### src/rtl/spi_regif_pkg.sv
package spi_regif_pkg;

    typedef enum logic [1:0] {
        ST_IDLE,
        ST_CMD,
        ST_RD,
        ST_WR
    } xfer_state_t;

    typedef enum logic [1:0] {
        SLOT_STAT_HI,
        SLOT_STAT_LO,
        SLOT_DATA
    } slot_t;

endpackage

### src/rtl/spi_sync_edge.sv
module spi_sync_edge #(
    parameter int STAGES = 2
) (
    input  logic clk,
    input  logic rst_n,
    input  logic sel_n_raw,
    input  logic sck_raw,
    input  logic sdi_raw,
    output logic sel_s,
    output logic sdi_s,
    output logic sel_fall,
    output logic sck_rise,
    output logic sck_fall
);
    localparam int NSIG = 3;
    // bit 0 select (idles high), bit 1 clock, bit 2 data
    localparam logic [NSIG-1:0] RST_VAL = 3'b001;

    logic [NSIG-1:0] raw;
    logic [NSIG-1:0] synced;
    logic            sel_d;
    logic            sck_d;

    assign raw = {sdi_raw, sck_raw, sel_n_raw};

    for (genvar g = 0; g < NSIG; g++) begin : g_sync
        logic [STAGES-1:0] chain;
        always_ff @(posedge clk or negedge rst_n) begin
            if (!rst_n) chain <= {STAGES{RST_VAL[g]}};
            else        chain <= {chain[STAGES-2:0], raw[g]};
        end
        assign synced[g] = chain[STAGES-1];
    end

    always_ff @(posedge clk or negedge rst_n) begin
        if (!rst_n) begin
            sel_d <= 1'b1;
            sck_d <= 1'b0;
        end else begin
            sel_d <= synced[0];
            sck_d <= synced[1];
        end
    end

    assign sel_s    = synced[0];
    assign sdi_s    = synced[2];
    assign sel_fall = sel_d & ~synced[0];
    assign sck_rise = ~synced[0] & synced[1] & ~sck_d;
    assign sck_fall = ~synced[0] & ~synced[1] & sck_d;

endmodule

### src/rtl/spi_rx_shift.sv
module spi_rx_shift #(
    parameter int DATA_W = 8,
    localparam int CW = $clog2(DATA_W)
) (
    input  logic              clk,
    input  logic              rst_n,
    input  logic              sel_s,
    input  logic              sck_rise,
    input  logic              sdi_s,
    output logic [CW-1:0]     bit_cnt,
    output logic              byte_done,
    output logic [DATA_W-1:0] rx_byte
);
    logic [DATA_W-1:0] shreg;

    always_ff @(posedge clk or negedge rst_n) begin
        if (!rst_n) begin
            bit_cnt   <= '0;
            shreg     <= '0;
            byte_done <= 1'b0;
            rx_byte   <= '0;
        end else begin
            byte_done <= 1'b0;
            if (sel_s) begin
                bit_cnt <= '0;
                shreg   <= '0;
            end else if (sck_rise) begin
                shreg <= {shreg[DATA_W-2:0], sdi_s};
                if (bit_cnt == CW'(DATA_W - 1)) begin
                    bit_cnt   <= '0;
                    byte_done <= 1'b1;
                    rx_byte   <= {shreg[DATA_W-2:0], sdi_s};
                end else begin
                    bit_cnt <= bit_cnt + 1'b1;
                end
            end
        end
    end

endmodule

### src/rtl/spi_tx_shift.sv
module spi_tx_shift #(
    parameter int DATA_W = 8,
    localparam int CW = $clog2(DATA_W)
) (
    input  logic              clk,
    input  logic              rst_n,
    input  logic              sel_s,
    input  logic              sel_fall,
    input  logic              sck_fall,
    input  logic [CW-1:0]     bit_cnt,
    input  logic [DATA_W-1:0] first_byte,
    input  logic [DATA_W-1:0] next_byte,
    output logic              sdo
);
    logic [DATA_W-1:0] tx_reg;

    always_ff @(posedge clk or negedge rst_n) begin
        if (!rst_n) begin
            tx_reg <= '0;
            sdo    <= 1'b0;
        end else if (sel_s) begin
            tx_reg <= '0;
            sdo    <= 1'b0;
        end else if (sel_fall) begin
            tx_reg <= first_byte;
            sdo    <= first_byte[DATA_W-1];
        end else if (sck_fall) begin
            if (bit_cnt == '0) begin
                tx_reg <= next_byte;
                sdo    <= next_byte[DATA_W-1];
            end else begin
                tx_reg <= {tx_reg[DATA_W-2:0], 1'b0};
                sdo    <= tx_reg[DATA_W-2];
            end
        end
    end

endmodule

### src/rtl/spi_regif.sv
module spi_regif
    import spi_regif_pkg::*;
#(
    parameter int             ADDR_W      = 7,
    parameter int             DATA_W      = 8,
    parameter int             SYNC_STAGES = 2,
    parameter logic [ADDR_W-1:0] DUMMY_ADDR = 7'h3F
) (
    input  logic                clk,
    input  logic                rst_n,
    input  logic                spi_sel_n,
    input  logic                spi_sck,
    input  logic                spi_sdi,
    output logic                spi_sdo,
    input  logic [2*DATA_W-1:0] stat_word,
    output logic [ADDR_W-1:0]   reg_addr,
    output logic                reg_rd_en,
    input  logic [DATA_W-1:0]   reg_rd_data,
    output logic                reg_wr_en,
    output logic [DATA_W-1:0]   reg_wr_data
);
    localparam int STAT_W = 2 * DATA_W;
    localparam int CW     = $clog2(DATA_W);

    logic              sel_s, sdi_s, sel_fall, sck_rise, sck_fall;
    logic [CW-1:0]     bit_cnt;
    logic              byte_done;
    logic [DATA_W-1:0] rx_byte;

    xfer_state_t       state, state_nxt;
    slot_t             slot;
    logic [DATA_W-1:0] stat_lo;
    logic [DATA_W-1:0] stage1, stage2;
    logic              cap_pend;
    logic [ADDR_W-1:0] wr_ptr;
    logic [DATA_W-1:0] next_byte;
    logic              cmd_rd;
    logic [ADDR_W-1:0] cmd_addr;

    assign cmd_rd   = rx_byte[DATA_W-1];
    assign cmd_addr = rx_byte[ADDR_W-1:0];

    spi_sync_edge #(.STAGES(SYNC_STAGES)) u_sync (
        .clk       (clk),
        .rst_n     (rst_n),
        .sel_n_raw (spi_sel_n),
        .sck_raw   (spi_sck),
        .sdi_raw   (spi_sdi),
        .sel_s     (sel_s),
        .sdi_s     (sdi_s),
        .sel_fall  (sel_fall),
        .sck_rise  (sck_rise),
        .sck_fall  (sck_fall)
    );

    spi_rx_shift #(.DATA_W(DATA_W)) u_rx (
        .clk       (clk),
        .rst_n     (rst_n),
        .sel_s     (sel_s),
        .sck_rise  (sck_rise),
        .sdi_s     (sdi_s),
        .bit_cnt   (bit_cnt),
        .byte_done (byte_done),
        .rx_byte   (rx_byte)
    );

    assign next_byte = (slot == SLOT_STAT_LO) ? stat_lo : stage2;

    spi_tx_shift #(.DATA_W(DATA_W)) u_tx (
        .clk        (clk),
        .rst_n      (rst_n),
        .sel_s      (sel_s),
        .sel_fall   (sel_fall),
        .sck_fall   (sck_fall),
        .bit_cnt    (bit_cnt),
        .first_byte (stat_word[STAT_W-1:DATA_W]),
        .next_byte  (next_byte),
        .sdo        (spi_sdo)
    );

    // state register
    always_ff @(posedge clk or negedge rst_n) begin
        if (!rst_n) state <= ST_IDLE;
        else        state <= state_nxt;
    end

    // transitions
    always_comb begin
        state_nxt = state;
        unique case (state)
            ST_IDLE: if (sel_fall) state_nxt = ST_CMD;
            ST_CMD: begin
                if (sel_s)          state_nxt = ST_IDLE;
                else if (byte_done) state_nxt = cmd_rd ? ST_RD : ST_WR;
            end
            ST_RD:   if (sel_s) state_nxt = ST_IDLE;
            ST_WR:   if (sel_s) state_nxt = ST_IDLE;
            default: state_nxt = ST_IDLE;
        endcase
    end

    // outputs, slot tracking and read pipeline
    always_ff @(posedge clk or negedge rst_n) begin
        if (!rst_n) begin
            reg_addr    <= '0;
            reg_rd_en   <= 1'b0;
            reg_wr_en   <= 1'b0;
            reg_wr_data <= '0;
            slot        <= SLOT_STAT_HI;
            stat_lo     <= '0;
            stage1      <= '0;
            stage2      <= '0;
            cap_pend    <= 1'b0;
            wr_ptr      <= '0;
        end else begin
            reg_rd_en <= 1'b0;
            reg_wr_en <= 1'b0;
            if (reg_rd_en) cap_pend <= 1'b1;
            if (sel_fall) begin
                stat_lo  <= stat_word[DATA_W-1:0];
                slot     <= SLOT_STAT_HI;
                stage1   <= '0;
                stage2   <= '0;
                cap_pend <= 1'b0;
            end else if (byte_done) begin
                slot   <= (slot == SLOT_STAT_HI) ? SLOT_STAT_LO : SLOT_DATA;
                stage2 <= stage1;
                stage1 <= '0;
                unique case (state)
                    ST_CMD, ST_RD: begin
                        if (cmd_rd && (cmd_addr != DUMMY_ADDR)) begin
                            reg_rd_en <= 1'b1;
                            reg_addr  <= cmd_addr;
                        end
                        if (state == ST_CMD && !cmd_rd) wr_ptr <= cmd_addr;
                    end
                    ST_WR: begin
                        reg_wr_en   <= 1'b1;
                        reg_addr    <= wr_ptr;
                        reg_wr_data <= rx_byte;
                        wr_ptr      <= wr_ptr + 1'b1;
                    end
                    default: ;
                endcase
            end else if (cap_pend) begin
                stage1   <= reg_rd_data;
                cap_pend <= 1'b0;
            end
        end
    end

endmodule

### config.mk
export PLATFORM = sky130hd
export DESIGN_NAME = spi_regif
export DESIGN_NICKNAME = d
export VERILOG_FILES = /design/src/rtl/spi_regif_pkg.sv /design/src/rtl/spi_sync_edge.sv /design/src/rtl/spi_rx_shift.sv /design/src/rtl/spi_tx_shift.sv /design/src/rtl/spi_regif.sv
export SDC_FILE = /design/constraint.sdc
export NUM_CORES = 1
export LEC_CHECK = 0
export CAP_MARGIN = 20
export CORE_UTILIZATION = 50
export DETAILED_ROUTE_END_ITERATION = 12
export DONT_BUFFER_PORTS = 1
export HOLD_SLACK_MARGIN = 0.12
export PLACE_DENSITY_LB_ADDON = 0.08
export SLEW_MARGIN = 20
export SYNTH_ARGS = -nofsm -noshare
export SYNTH_HDL_FRONTEND = slang
export SYNTH_SLANG_ARGS = --single-unit
### constraint.sdc
create_clock -name clk -period 2.3 [get_ports clk]
set_input_delay 0.46 -clock clk [delete_from_list [all_inputs] [get_ports clk]]
set_output_delay 0.46 -clock clk [all_outputs]
set_load 0.05 [all_outputs]
Word-level counts from Yosys, hierarchy flattened
Index checks and enable logic that the tools add are counted.
Storage, ports and cells
  bits in registers: 88
  output and inout port bits: 18
  input bits: 29
  logic and storage cells: 108
Operators by class
  $add $sub $neg: 2
  bitwise gates (word level): 9
  muxes and demuxes: 46
  reduce and logical (&&, ||, !) cells: 18
  equal/unequal tests: 11
Operators with widths (number)
  two-way mux 7 bit: 8
  two-way mux 8 bit: 6
  case mux 7 bit (2 select lines): 2
  two-way mux 1 bit: 19
  two-way mux 2 bit: 7
  two-way mux 3 bit: 3
  AND reduction 3 bit: 3
  AND reduction 4 bit: 2
  adder 7 x 1 -> 7 bit (second input constant): 1
  inequality test 7 x 6 -> 1 bit (second input constant): 1
  inequality test 2 bit (second input constant): 3
  case mux 2 bit (3 select lines): 1
  nonzero test 2 bit: 3
  nonzero test 3 bit: 2
  bitwise AND 1 bit: 5
  == test 2 x 1 -> 1 bit (second input constant): 2
  == test 2 bit (second input constant): 2
  logical NOT 2 bit: 2
  inverter 1 bit: 4
  OR reduction 2 bit: 2
  adder 3 x 1 -> 3 bit (second input constant): 1
  == test 3 bit (second input constant): 1
  logical NOT 3 bit: 1
  inequality test 3 x 1 -> 1 bit (second input constant): 1
  other kinds (3): 4

Longest topological paths before layout
Gate-level depths: netlist of run 1.
  depth in word-level cells: 6
  mapped depth: 8

Modules after synthesis
From an unflattened synthesis of run 1, not the netlist that was laid out.
Second synthesis, totals
  cell total of the unflattened synthesis: 341
  area total of the unflattened synthesis: 4071.4 sq um
Modules (own cells, without submodules)
  spi_regif: area an instance 2547.4 sq um, cells each 219, instances 1, seq. area each 1326.3 sq um
  spi_rx_shift: area an instance 799.5 sq um, cells each 54, instances 1, seq. area each 475.5 sq um
  spi_tx_shift: area an instance 499.2 sq um, cells each 57, instances 1, seq. area each 200.2 sq um
  spi_sync_edge: area an instance 225.2 sq um, cells each 11, instances 1, seq. area each 203.9 sq um

Worst setup path before layout of run 1
OpenSTA, ideal clock, no wires.
  path kind: reg-to-reg
  start: register state[1]
  end: register wr_ptr[2]
  data required time: 2.176 ns
  path slack: 0.250 ns
  cell stages (with the launch flop): 8
  arrival: 1.926 ns
  path buffers: 2
  library setup time: 0.124 ns
  cells stage by stage: dfrtp_1 -> inv_1 -> ha_1 -> mux2_4 -> or4_4 -> buf_6 -> buf_8 -> a211o_1
Between the ends
  longest elaborated chain between the ends: 4
RTL lines
  from (decl): RTL line spi_regif.sv:30  | xfer_state_t state, state_nxt;
  from (signal assigned): RTL line spi_regif.sv:84  | else state <= state_nxt;
  == test 2 x 1 -> 1 bit / == test 2 bit (equally long branches): RTL line spi_regif.sv:129, spi_regif.sv:135
  OR reduction 2 bit / logical AND 1 bit (equally long branches): RTL line spi_regif.sv:129, spi_regif.sv:135
  inequality test 2 bit (no source line) / nonzero test 2 bit (equally long branches)
  AND reduction 4 bit (no source line)
  to (signal assigned): RTL line spi_regif.sv:135  | if (state == ST_CMD && !cmd_rd) wr_ptr <= cmd_addr;
  to (signal assigned): RTL line spi_regif.sv:141  | wr_ptr <= wr_ptr + 1'b1;
  to (decl): RTL line spi_regif.sv:35  | logic [ADDR_W-1:0] wr_ptr;
Parallel ways exist; a longest one is shown, timed or not.
A chain may end at the register's enable or synchronous reset.

Worst setup path after layout of run 1
  start: register state[1]
  end: register wr_ptr[3]
The elaborated chain is that of the path after synthesis.

==> results of run 1 <==
==> placed cells by master, fill, tap and decap left out, types with 4 or more instances in the layout <==
cell type	instances
nor2_1	33
inv_1	9
bufinv_16	4
nand2_1	75
mux2i_1	19
nor3_1	4
buf_4	10
o21ai_0	15
nand2b_1	4
dfrtp_1	85
a311oi_1	7
nand3_1	5
a21oi_1	17
a22oi_1	7
nor2b_1	11
mux2_2	25
clkbuf_8	9
ha_1	8
==> where the power goes <==
part | leakage (nW) | switching [mW] | internal, mW
logic | 0.725 | 0.188 | 0.121
registers | 1.18 | 0.0406 | 1.60
clock network | 0.136 | 0.584 | 0.847
==> critical path, cell delays in order (launching register included) <==
cell	delay (ns)
dfrtp_1	0.40
inv_1	0.10
ha_1	0.25
mux2_4	0.31
or4_4	0.53
nor4_1	0.28
a211o_1	0.14
==> per-layer routing <==
layer | track usage | vias up | wire, microns
li1 | - | 1308 | -
met1 | 0.3149 | 1292 | 3979
met2 | 0.2727 | 49 | 3283
met3 | 0.04858 | 0 | 256
met4 | 0.05159 | 0 | 0
met5 | 0 | - | 0
==> kinds of logic after synthesis <==
kind of cell | Yosys count
AND/OR/NAND/NOR | 143
flip-flops | 88
adder cells (fa/ha/maj) | 8
AO/OA/AOI/OAI | 62
multiplexers | 45
buffers and inverters | 33
==> worst paths after layout <==
| path | end | slack [ns] | depth (start not counted) |
|---|---|---|---|
| max | wr_ptr[3] | 0.23 | 6 |
| min | stat_lo[5] | -0.21 | 0 |
| max reg2reg | wr_ptr[3] | 0.23 | 6 |
| min reg2reg | u_sync.g_sync[2].chain[1] | 0.35 | 0 |
| max in group asynchronous | u_sync.g_sync[0].chain[0] | 2.30 | 0 |
| min in group clk | stat_lo[5] | 0.20 | 2 |
==> metrics by stage <==
stage          instances  total power [mW]    util  setup WS (ns)  hold WS, ns
6_report             488             3.380  0.5661         0.2253      -0.2142
5_1_grt              488             3.541  0.5661        0.05788      -0.2463
4_1_cts              488             3.416  0.5661         0.2303      -0.2303
3_5_place_dp         469             1.978  0.5269         0.2514       0.1667
3_3_place_gp         469             1.966  0.5269         0.3008       0.1667
2_1_floorplan        379             1.904       -         0.2504       0.1644
==> cell type report <==
class | count | share of cell area
clock buffers | 9 | 0.02832
clock inverters | 7 | 0.03404
inverters | 11 | 0.009439
multi-input cells | 258 | 0.3707
flip-flops and latches | 88 | 0.5043
well taps | 102 | 0.02918
repair buffers | 13 | 0.02403
==> flow_summary.json, run 1 <==
{
  "synth_mux_area_frac": 0.1224,
  "synth.most_common_cell": "dfrtp_1",
  "nets": 418,
  "n_fill_cell": 677,
  "synthTopCellsByCount": "85 x dfrtp_1, 75 x nand2_1, 33 x nor2_1, 25 x mux2_2, 19 x mux2i_1",
  "crit_fanout": 17,
  "cp-start-kind": "register",
  "start_util": 0.5146,
  "fin_tns_setup_ns": 0,
  "power_density_mw_per_mm2": 772.7,
  "numCtsBuffers": 9,
  "cts.path.max_buffers": 2,
  "hold_violations": 88,
  "synthTopCellsByArea": "dfrtp_1 53%, mux2_2 7.1%, nand2_1 7.1%",
  "drive_gt1_frac": 0.1528,
  "status": "complete, but fails checks",
  "setup_viol": 0,
  "synth_area_sq_mm": 0.003976,
  "max_freq_mhz": 482.0,
  "antenna_found_initial": 0,
  "clkSinkCount": 88,
  "max_cap_violations": 0,
  "ir_drop_v": 0.0004025,
  "synth_area_per_cell_sq_um": 10.49,
  "fin_crit_sh": 0.9021,
  "power.leakage_nw": 2.045,
  "drt_pre_antenna_iters": 6,
  "worstPathRequired_ns": 2.59,
  "clock_skew_ns": 0.01178,
  "tightest_slew_ns": 0.5984,
  "async_flop_share": 1.000,
  "synth_fa_ha_area_frac": 0.02517,
  "period_needed_ns": 2.075,
  "synth_cell_type_count": 44,
  "postCtsSetupBuffers": 0,
  "viasPerCell": 5.428,
  "grt_pass1_wl_microns": 12870,
  "synth_top_family_by_area": "simple AND/OR/NAND/NOR gates",
  "die_w_microns": 91.18,
  "drt-total-wl_microns": 7519,
  "seq_area_sq_mm": 0.002206,
  "synth_top_area_share": 0.5349,
  "clk_latency_ns": 0.35,
  "worstPathArrival_ns": 2.36,
  "track_usage": 0.1997,
  "vias": 2649,
  "multi_input_area_sq_mm": 0.001622,
  "drv_slew": 0,
  "io_pins": 47,
  "violations": "negative hold slack",
  "ys_warn_count": 0,
  "hold_ws_ns": -0.2142,
  "routedWlPerCell_microns": 15.41,
  "hpwl_microns": 5057,
  "crit_start": "state[1]",
  "clockRootBuffer": "clkbuf_8",
  "h-tree-depth": 3,
  "slew_headroom": 0.6002,
  "core_area_sq_mm": 0.007727,
  "synthXorXnorAreaFrac": 0,
  "chipHeight_microns": 91.18,
  "synth_edf_count": 0,
  "antenna_violating_nets_post_route": 0,
  "cts-resized-gates": 0,
  "place_congestion": 0.7527,
  "yosys.area_share.simple": 0.1598,
  "diodes": 0,
  "grt_start_max_net_pins": 89,
  "io_buffers": 0,
  "seq_area_frac_synth": 0.5548,
  "crit_type": "reg -> reg",
  "synth_compound_area_frac": 0.1004,
  "hold_path.class": "in -> async",
  "postLayoutCellArea_sq_mm": 0.004374,
  "worstReg2RegStart": "state[1]",
  "ys_seq_elements": 88,
  "end_kind": "register",
  "rsz0062_at_grt": "no",
  "synthesis.nets": 416,
  "first_global_vias": 2466,
  "synthCells": 379,
  "drc": 0,
  "postCtsHoldBufs": 3,
  "synth_ff_type": "dfrtp_1",
  "drtIter0Drc": 124,
  "fp-row-count": 32,
  "tritoncts": "yes",
  "path_clk_slew_ns": 0.10,
  "die_area_sq_mm": 0.008313,
  "syn_to_final_growth_pct": 10.01,
  "placed_area_sq_mm": 0.004071,
  "grt_overflow": 0,
  "yosys.area.top_type": "dfrtp_1"
}
Note: power is estimated with default switching activity, not from simulation.
==> run 2, diff against run 1 <==
--- a/config.mk
+++ b/config.mk
@@ -6,7 +6,9 @@
 export NUM_CORES = 1
 export LEC_CHECK = 0
 export CAP_MARGIN = 20
-export CORE_UTILIZATION = 50
+export CELL_PAD_IN_SITES_DETAIL_PLACEMENT = 0
+export CELL_PAD_IN_SITES_GLOBAL_PLACEMENT = 1
+export CORE_UTILIZATION = 49
 export DETAILED_ROUTE_END_ITERATION = 12
 export DONT_BUFFER_PORTS = 1
 export HOLD_SLACK_MARGIN = 0.12
==> run 2 against run 1 <==
Effect of this change: the flow still finishes with violations (negative hold slack); hold slack improved by 0.0089 ns; utilization fell by 1.7 points; sequential power barely moved; cell count unchanged; register-to-register slack got worse by 0.03 ns; power down 14%; clock-buffer cell count is the same; largest power group unchanged.
==> flow_summary.json, run 2 (synthesis gave the netlist of run 1 again) <==
{
  "max_freq_mhz": 474.6,
  "drive_gt1_frac": 0.1528,
  "io_pins": 47,
  "worstReg2RegStart": "state[1]",
  "worstPathArrival_ns": 2.40,
  "pwr-share-seq": 0.563,
  "max_cap_violations": 0,
  "cts.path.max_buffers": 2,
  "end_kind": "register",
  "r2r_cells": 6,
  "drc": 0,
  "cp-start-kind": "register",
  "antenna_violating_nets_post_route": 0,
  "drtIter0Drc": 138,
  "fp-row-count": 32,
  "drt-total-wl_microns": 7531,
  "tritoncts": "yes",
  "clock_skew_ns": 0.01241,
  "io_buffers": 0,
  "diodes": 0,
  "core_area_sq_mm": 0.007807,
  "violations": "negative hold slack",
  "n_fill_cell": 732,
  "setup_viol": 0,
  "grt_pass1_wl_microns": 12640,
  "ir_drop_v": 0.0004895,
  "worstPathRequired_ns": 2.59,
  "grt_overflow": 0,
  "r2r-end": "wr_ptr[4]",
  "path_clk_slew_ns": 0.09,
  "track_usage": 0.1944,
  "syn_to_final_growth_pct": 7.772,
  "fin_tns_setup_ns": 0,
  "hold_path.class": "in -> async",
  "period_needed_ns": 2.107,
  "postCtsHoldBufs": 3,
  "drt_pre_antenna_iters": 4,
  "antenna_found_initial": 0,
  "clk_latency_ns": 0.35,
  "status": "complete, but fails checks",
  "crit_end": "wr_ptr[4]",
  "die_area_sq_mm": 0.008479,
  "grt_start_max_net_pins": 89,
  "combPwrFrac": 0.104,
  "clkSinkCount": 88,
  "finalWorstSetupSlack_ns": 0.1932,
  "chipHeight_microns": 92.08,
  "first_global_vias": 2493,
  "crit_fanout": 17,
  "rsz0062_at_grt": "no",
  "tightest_slew_ns": 0.6189,
  "postCtsSetupBuffers": 0,
  "final_common_cell": "dfrtp_1",
  "hold_violations": 88,
  "vias": 2628,
  "crit_type": "reg -> reg",
  "fin_crit_sh": 0.9160,
  "clock_power_share": 0.333,
  "clockRootBuffer": "clkbuf_8",
  "hold_ws_ns": -0.2053,
  "power.leakage_nw": 1.998,
  "p_int_mw": 2.125,
  "post-place-ws_ns": 0.2421,
  "power_density_mw_per_mm2": 681.7,
  "reg2reg_slack_ns": 0.19,
  "start_util": 0.5093,
  "layout_common_cells": "85 x dfrtp_1, 75 x nand2_1, 33 x nor2_1, 25 x mux2_2, 19 x mux2i_1",
  "hpwl_microns": 5185,
  "slew_headroom": 0.5865,
  "crit_start": "state[1]",
  "routedWlPerCell_microns": 15.43,
  "die_w_microns": 92.08,
  "numCtsBuffers": 9,
  "drv_slew": 0,
  "switchingPower_mw": 0.7968,
  "h-tree-depth": 3,
  "sw_frac_of_total": 0.2728,
  "nets": 419,
  "place_congestion": 0.8184,
  "cts-resized-gates": 0,
  "viasPerCell": 5.385
}
run 2: cell count changes in the layout (fill, tap and decap cells not counted), sizes merged:
| cell | before | now |
|---|---|---|
| bufinv | 4 | 0 |
| buf | 10 | 11 |
| clkinv | 1 | 2 |
| clkinvlp | 0 | 2 |
run 2: worst min path at each step:
stage               slack [ns]  startpoint              to
floorplan                 0.16       rst_n        cap_pend
global placement          0.17       rst_n     reg_addr[4]
detailed placement        0.17       rst_n     reg_addr[4]
CTS                      -0.23       rst_n       stage1[7]
global route             -0.24       rst_n  reg_wr_data[1]
finish                   -0.21       rst_n       wr_ptr[5]
run 2: critical path, cell delays in order (launching register included):
cell,delay [ns]
dfrtp_1,0.41
inv_1,0.10
ha_1,0.25
mux2_4,0.31
or4_4,0.53
nor4b_1,0.30
a211o_1,0.14
run 2: per-stage QoR:
step	area, sq um	total power [mW]	util	hold WS, ns	instances
after global routing	4285	3.074	0.5489	-0.2412	488
after floorplan	3976	1.904	-	0.1644	379
after detailed placement	4079	1.973	0.5224	0.1662	470
after CTS	4285	2.955	0.5489	-0.2265	488
final	4285	2.921	0.5489	-0.2053	488
after global placement	4079	1.972	0.5224	0.1667	470
run 2: area by class of cell:
| class | count | area, sq um | share of cell area |
|---|---|---|---|
| Inverter | 11 | 41.29 | 0.009635 |
| Tap cell | 102 | 127.6 | 0.02978 |
| Sequential cell | 88 | 2206 | 0.5147 |
| Multi-Input combinational cell | 258 | 1622 | 0.3784 |
| Timing Repair Buffer | 14 | 112.6 | 0.02628 |
| Clock inverter | 6 | 52.55 | 0.01226 |
| Clock buffer | 9 | 123.9 | 0.02891 |
run 2: power groups by stage:
stage	registers (mW)	logic, mW	clock network, mW
finish	1.64	0.304	0.974
global route	1.65	0.347	1.07
CTS	1.64	0.306	1.01
detailed placement	1.67	0.299	0
global placement	1.67	0.300	0
floorplan	1.66	0.246	0
run 2: per-layer routing:
metal	vias to the layer above	GRT usage	share of wire
li1	1309	-	-
met4	0	0.05859	0.012
met5	-	0	0
met3	8	0.04892	0.038
met2	45	0.2600	0.41
met1	1266	0.3062	0.54
